===== config.mk =====
export PLATFORM = sky130hd
export DESIGN_NAME = wdt_guard
export DESIGN_NICKNAME = d
export VERILOG_FILES = /design/src/rtl/wdt_pkg.sv /design/src/rtl/wdt_ctrl_regs.sv /design/src/rtl/wdt_tick_counter.sv /design/src/rtl/wdt_guard.sv
export SDC_FILE = /design/constraint.sdc
export NUM_CORES = 1
export LEC_CHECK = 0
export BUFFER_PORTS_ARGS = -buffer_cell sky130_fd_sc_hd__buf_4
export CAP_MARGIN = 20
export CORE_MARGIN = 2
export CORE_UTILIZATION = 45
export CTS_CLUSTER_DIAMETER = 150
export DETAILED_ROUTE_END_ITERATION = 16
export GPL_TIMING_DRIVEN = 0
export PLACE_DENSITY_LB_ADDON = 0.1
export SLEW_MARGIN = 15
export SYNTH_ARGS = -nofsm -noshare
export SYNTH_HDL_FRONTEND = slang
export SYNTH_SLANG_ARGS = --single-unit

===== constraint.sdc =====
create_clock -name clk -period 5.45 [get_ports clk]
set_input_delay 0.8175 -clock clk [delete_from_list [all_inputs] [get_ports clk]]
set_output_delay 0.8175 -clock clk [all_outputs]
set_load 0.005 [all_outputs]

===== src/rtl/wdt_pkg.sv =====
package wdt_pkg;

    localparam int REG_W   = 5;
    localparam int CODE_W  = 3;
    localparam int RUN_BIT = 3;
    localparam int UNL_BIT = 4;

    typedef logic [CODE_W-1:0] code_t;

    typedef struct packed {
        logic  unlock;
        logic  run;
        code_t code;
    } ctrl_view_t;

    typedef enum logic [1:0] {
        CNT_CLEAR = 2'd0,
        CNT_STEP  = 2'd1,
        CNT_WRAP  = 2'd2
    } cnt_act_e;

    function automatic logic is_open_req(input logic [REG_W-1:0] d);
        return d[UNL_BIT] & d[RUN_BIT];
    endfunction

    function automatic logic is_stop_req(input logic [REG_W-1:0] d);
        return ~d[RUN_BIT];
    endfunction

endpackage


===== src/rtl/wdt_ctrl_regs.sv =====
module wdt_ctrl_regs
    import wdt_pkg::*;
#(
    parameter int WIN_CYC = 4
) (
    input  logic             clk,
    input  logic             rst,
    input  logic             wr_en,
    input  logic [REG_W-1:0] wr_data,
    output logic             run,
    output code_t            code,
    output logic             unlock,
    output logic             restart
);

    localparam int WIN_W = $clog2(WIN_CYC + 1);

    logic [WIN_W-1:0] win_q;
    logic             run_q;
    code_t            code_q;

    logic open_req;
    logic stop_req;
    logic win_open;
    logic stop_ok;

    assign open_req = wr_en & is_open_req(wr_data);
    assign stop_req = wr_en & is_stop_req(wr_data);
    assign win_open = (win_q != '0);
    assign stop_ok  = stop_req & win_open;

    always_ff @(posedge clk) begin
        if (rst) begin
            win_q  <= '0;
            run_q  <= 1'b0;
            code_q <= '0;
        end else begin
            if (open_req)
                win_q <= WIN_W'(WIN_CYC);
            else if (stop_ok)
                win_q <= '0;
            else if (win_open)
                win_q <= win_q - 1'b1;

            if (wr_en) begin
                code_q <= wr_data[CODE_W-1:0];
                if (wr_data[RUN_BIT])
                    run_q <= 1'b1;
                else if (win_open)
                    run_q <= 1'b0;
            end
        end
    end

    assign run     = run_q;
    assign code    = code_q;
    assign unlock  = win_open;
    assign restart = wr_en & (wr_data[RUN_BIT] | (wr_data[CODE_W-1:0] != code_q));


    run_fall_guard_chk: assert property (@(posedge clk) disable iff (rst)
        $fell(run_q) |-> $past(win_open));


    win_bound_chk: assert property (@(posedge clk) disable iff (rst)
        win_q <= WIN_W'(WIN_CYC));


    win_reload_chk: assert property (@(posedge clk) disable iff (rst)
        open_req |=> (win_q == WIN_W'(WIN_CYC)));

endmodule


===== src/rtl/wdt_tick_counter.sv =====
module wdt_tick_counter
    import wdt_pkg::*;
#(
    parameter int LOG2_BASE = 11
) (
    input  logic  clk,
    input  logic  rst,
    input  logic  run,
    input  code_t code,
    input  logic  kick,
    input  logic  restart,
    output logic  fire
);

    localparam int CNT_W = LOG2_BASE + (1 << CODE_W) - 1;

    logic [CNT_W-1:0] cnt_q;
    logic [CNT_W:0]   span;
    logic [CNT_W-1:0] last_val;
    logic             fire_q;
    cnt_act_e         act;

    assign span     = {{CNT_W{1'b0}}, 1'b1} << (LOG2_BASE + int'(code));
    assign last_val = CNT_W'(span - 1'b1);

    always_comb begin
        if (!run || kick || restart)
            act = CNT_CLEAR;
        else if (cnt_q == last_val)
            act = CNT_WRAP;
        else
            act = CNT_STEP;
    end

    always_ff @(posedge clk) begin
        if (rst) begin
            cnt_q  <= '0;
            fire_q <= 1'b0;
        end else begin
            fire_q <= 1'b0;
            unique case (act)
                CNT_CLEAR: cnt_q <= '0;
                CNT_WRAP: begin
                    cnt_q  <= '0;
                    fire_q <= 1'b1;
                end
                default:   cnt_q <= cnt_q + 1'b1;
            endcase
        end
    end

    assign fire = fire_q;


    fire_single_chk: assert property (@(posedge clk) disable iff (rst)
        fire_q |=> !fire_q);


    fire_needs_run_chk: assert property (@(posedge clk) disable iff (rst)
        fire_q |-> $past(run));


    kick_quiet_chk: assert property (@(posedge clk) disable iff (rst)
        kick |=> !fire_q);


    cnt_in_period_chk: assert property (@(posedge clk) disable iff (rst)
        cnt_q <= last_val);

endmodule


===== src/rtl/wdt_guard.sv =====
module wdt_guard
    import wdt_pkg::*;
#(
    parameter int LOG2_BASE = 11,
    parameter int WIN_CYC   = 4
) (
    input  logic             clk,
    input  logic             rst,
    input  logic             wr_en,
    input  logic [REG_W-1:0] wr_data,
    input  logic             kick,
    output logic [REG_W-1:0] rd_data,
    output logic             wdt_rst
);

    logic       run;
    code_t      code;
    logic       unlock;
    logic       restart;
    ctrl_view_t view;

    wdt_ctrl_regs #(.WIN_CYC(WIN_CYC)) u_regs (
        .clk     (clk),
        .rst     (rst),
        .wr_en   (wr_en),
        .wr_data (wr_data),
        .run     (run),
        .code    (code),
        .unlock  (unlock),
        .restart (restart)
    );

    wdt_tick_counter #(.LOG2_BASE(LOG2_BASE)) u_cnt (
        .clk     (clk),
        .rst     (rst),
        .run     (run),
        .code    (code),
        .kick    (kick),
        .restart (restart),
        .fire    (wdt_rst)
    );

    always_comb begin
        view.unlock = unlock;
        view.run    = run;
        view.code   = code;
    end

    assign rd_data = view;

endmodule


==> results.txt <==
H-Tree Depth -> 1
Seq cells post-synth -> 26
Max rail drop VDD -> 0.000212 V
Hpwl dp -> 3500 um
Number of flops mapped to enable cells by yosys -> 0
Distinct cell type count after synthesis -> 45
PortBufs -> 13
Crit path time final -> 4.82 ns
Routed Wire Length -> 4680 um
WS Path Type -> reg -> reg
Worst Setup End Kind -> flip-flop
# DRC -> 0
Hold WS -> 0.507 ns
Critical path startpoint -> u_regs.code[0]
Via density per instance -> 5.52
Final Skew -> 0.00387 ns
Die area -> 5060 sq um
Count of final setup violators -> 0
RSZ-0062 raised after global routing -> no
Syn_nets -> 287
Setup TNS -> 0 ns
Fmax -> 0.207 GHz
Power density cells -> 222 nW/um^2
Fillers -> 437
Max Slew Vio Count -> 0
Max Root-Sink Buffers -> 2
Worst-Margin Slew -> 0.574 ns
Layout cells sized above 1 -> 0.110
Startpoint Class -> flip-flop
Row count -> 24
Clock Tree Root -> clkbuf_8
Die Height -> 71.1 um
Cells along the critical path -> buf_2 > or2_2 > buf_2 > ha_1 > clkbuf_1 > nor2_1 > nand4b_1 > ha_1 > clkbuf_1 > inv_1 > nor3_1 > o21ai_0 > a21o_1 > a2111oi_0 > nor4b_4 > buf_6 > nor2_1
Die width -> 71.1 um
# Post-CTS Setup Buffers -> 0
Detail Route Antenna Nets -> 0
Setup WS pre-CTS -> 0.686 ns
Max Used Layer -> met4
Post-cts hold buffer count -> 0
Slowest stage cell, crit path -> nor4b_4
Initial antenna violation count -> 0
Vias in the first global route -> 1758
MaxCap Viol Count -> 0
Syn Area/Cell -> 7.43 sq um
Largest net degree at the start of global routing -> 15
Final Wtd Congestion -> 0.891
FFs w/ async S/R, synth -> 0
Num CTS Buffers -> 3
Start point of the worst hold path -> u_regs.win_q[1]
Most frequent cells in the layout -> nand2_1 (39), nor2_1 (33), dfxtp_1 (26)
Clk sink count -> 26
Clk_lat worst skew -> 0.27 ns
Synthesized area -> 2030 sq um
First-pass GRT wire length -> 8110 um
Commonest non-fill, non-tap cell in the layout -> nand2_1
Core area -> 4350 sq um
WP data arrival -> 5.00 ns
Pleak -> 0.910 nW
Synth warnings -> 0
TritonCTS clock tree -> built
Post_cts resized -> 0
Dominant synthesized flop cell -> dfxtp_1
1st-iter DRT viols -> 159
Setup WS post-layout -> 0.631 ns
IO Pins -> 15
Post-detailed-route wirelength per cell -> 13.7 um
Hold Vio Cnt, Final -> 0
Area Growth Syn to Fin -> 10.7%
Outcome -> completed
Placed insts -> 338
Finished Layout Cells -> 342
First drt pass iteration count -> 4
Initial Util -> 0.466
Via Count -> 1887
Post-synthesis sequential area ratio -> 0.257
Diodes inserted -> 0
Final worst-path cycle share -> 0.884
WP buf/inv -> 6
Nets -> 305
Grt total ovfl -> 0
Routed wl met3 -> 209 um
Clock-pin slew on the worst setup and hold paths -> 0.09 ns
Crit Reg-Reg Startpoint -> u_regs.code[0]
Slew headroom -> 0.608
Cell family with most CP delay -> buffers and inverters
Peak per-stage delay on the critical path -> 0.60 ns
Total track usage -> 0.199
Cell count after synthesis -> 273
Peak fanout along the critical path -> 10
M1 WL -> 2300 um
HP Class -> reg -> reg
Crit path required time -> 5.63 ns
WL met2 -> 2050 um
layout make-up:
cell class	instances	area, sq um	area share
tap	52	65.1	0.0290
timing repair buffer	13	97.6	0.0435
buffer	21	110	0.0490
inverter	8	30.0	0.0134
clock buffer	4	55.1	0.0245
sequential	26	520	0.232
multi-input combinational	218	1370	0.609
layer usage:
layer	track usage	vias up
li1	-	970
met1	0.280	857
met2	0.302	48
met3	0.0242	12
met4	0.0922	0
met5	0	-
logic make-up after synthesis:
group,synth area share
xor+xnor,0.151
mux,0.0302
compound gates,0.133
fa+ha+maj,0.0358
flops,0.257
buf+inv,0.0691
simple gates,0.324
path summary, 6_finish.rpt:
| path | endpoint | slack [ns] | cells after the start |
|---|---|---|---|
| worst max-delay path | u_cnt.cnt_q[11] | 0.63 | 17 |
| worst min-delay path | u_regs.win_q[1] | 0.51 | 1 |
| worst max register to register | u_cnt.cnt_q[11] | 0.63 | 17 |
| worst min register to register | u_regs.win_q[1] | 0.51 | 1 |
metrics by stage:
stage / power, mW / instance area [sq um] / utilization
final: 0.498 / 2250 / 0.516
after global routing: 0.531 / 2250 / 0.516
after CTS: 0.502 / 2250 / 0.516
after detailed placement: 0.375 / 2190 / 0.503
after global placement: 0.375 / 2190 / 0.503
after floorplan: 0.335 / 2030 / -
sequential cells by signal, summed over array words and instances (netlist names):
signal	count
u_cnt.fire	1
u_cnt.cnt_q	18
u_regs.run	1
u_regs.code	3
u_regs.win_q	3
synthesized netlist by cell type (all sizes together) (2+ instances only):
cell     number  share of area
a2111oi       3          0.013
a211oi        2         0.0074
a21oi         5          0.012
a22oi         2         0.0074
a311oi        3          0.013
and2          2         0.0062
and3          5          0.015
buf          11          0.036
clkbuf       10          0.019
dfxtp        26           0.26
ha            5          0.031
inv           8          0.015
mux2i         5          0.025
nand2        39          0.072
nand2b        6          0.019
nand3        11          0.027
nand4         7          0.022
nor2         33          0.061
nor2b         5          0.015
nor3          4         0.0099
nor3b         6          0.022
nor4          3         0.0093
o211ai        4          0.015
o21ai        13          0.032
or3           4          0.012
xnor2        21          0.091
xor2         14          0.060
power breakdown:
group,internal [mW],switching [mW],leakage [nW]
registers,0.201,0.00588,0.211
logic,0.0789,0.0856,0.671
clock network,0.0647,0.0617,0.0288
total,0.345,0.153,0.910
(Power assumes the default switching activity.)
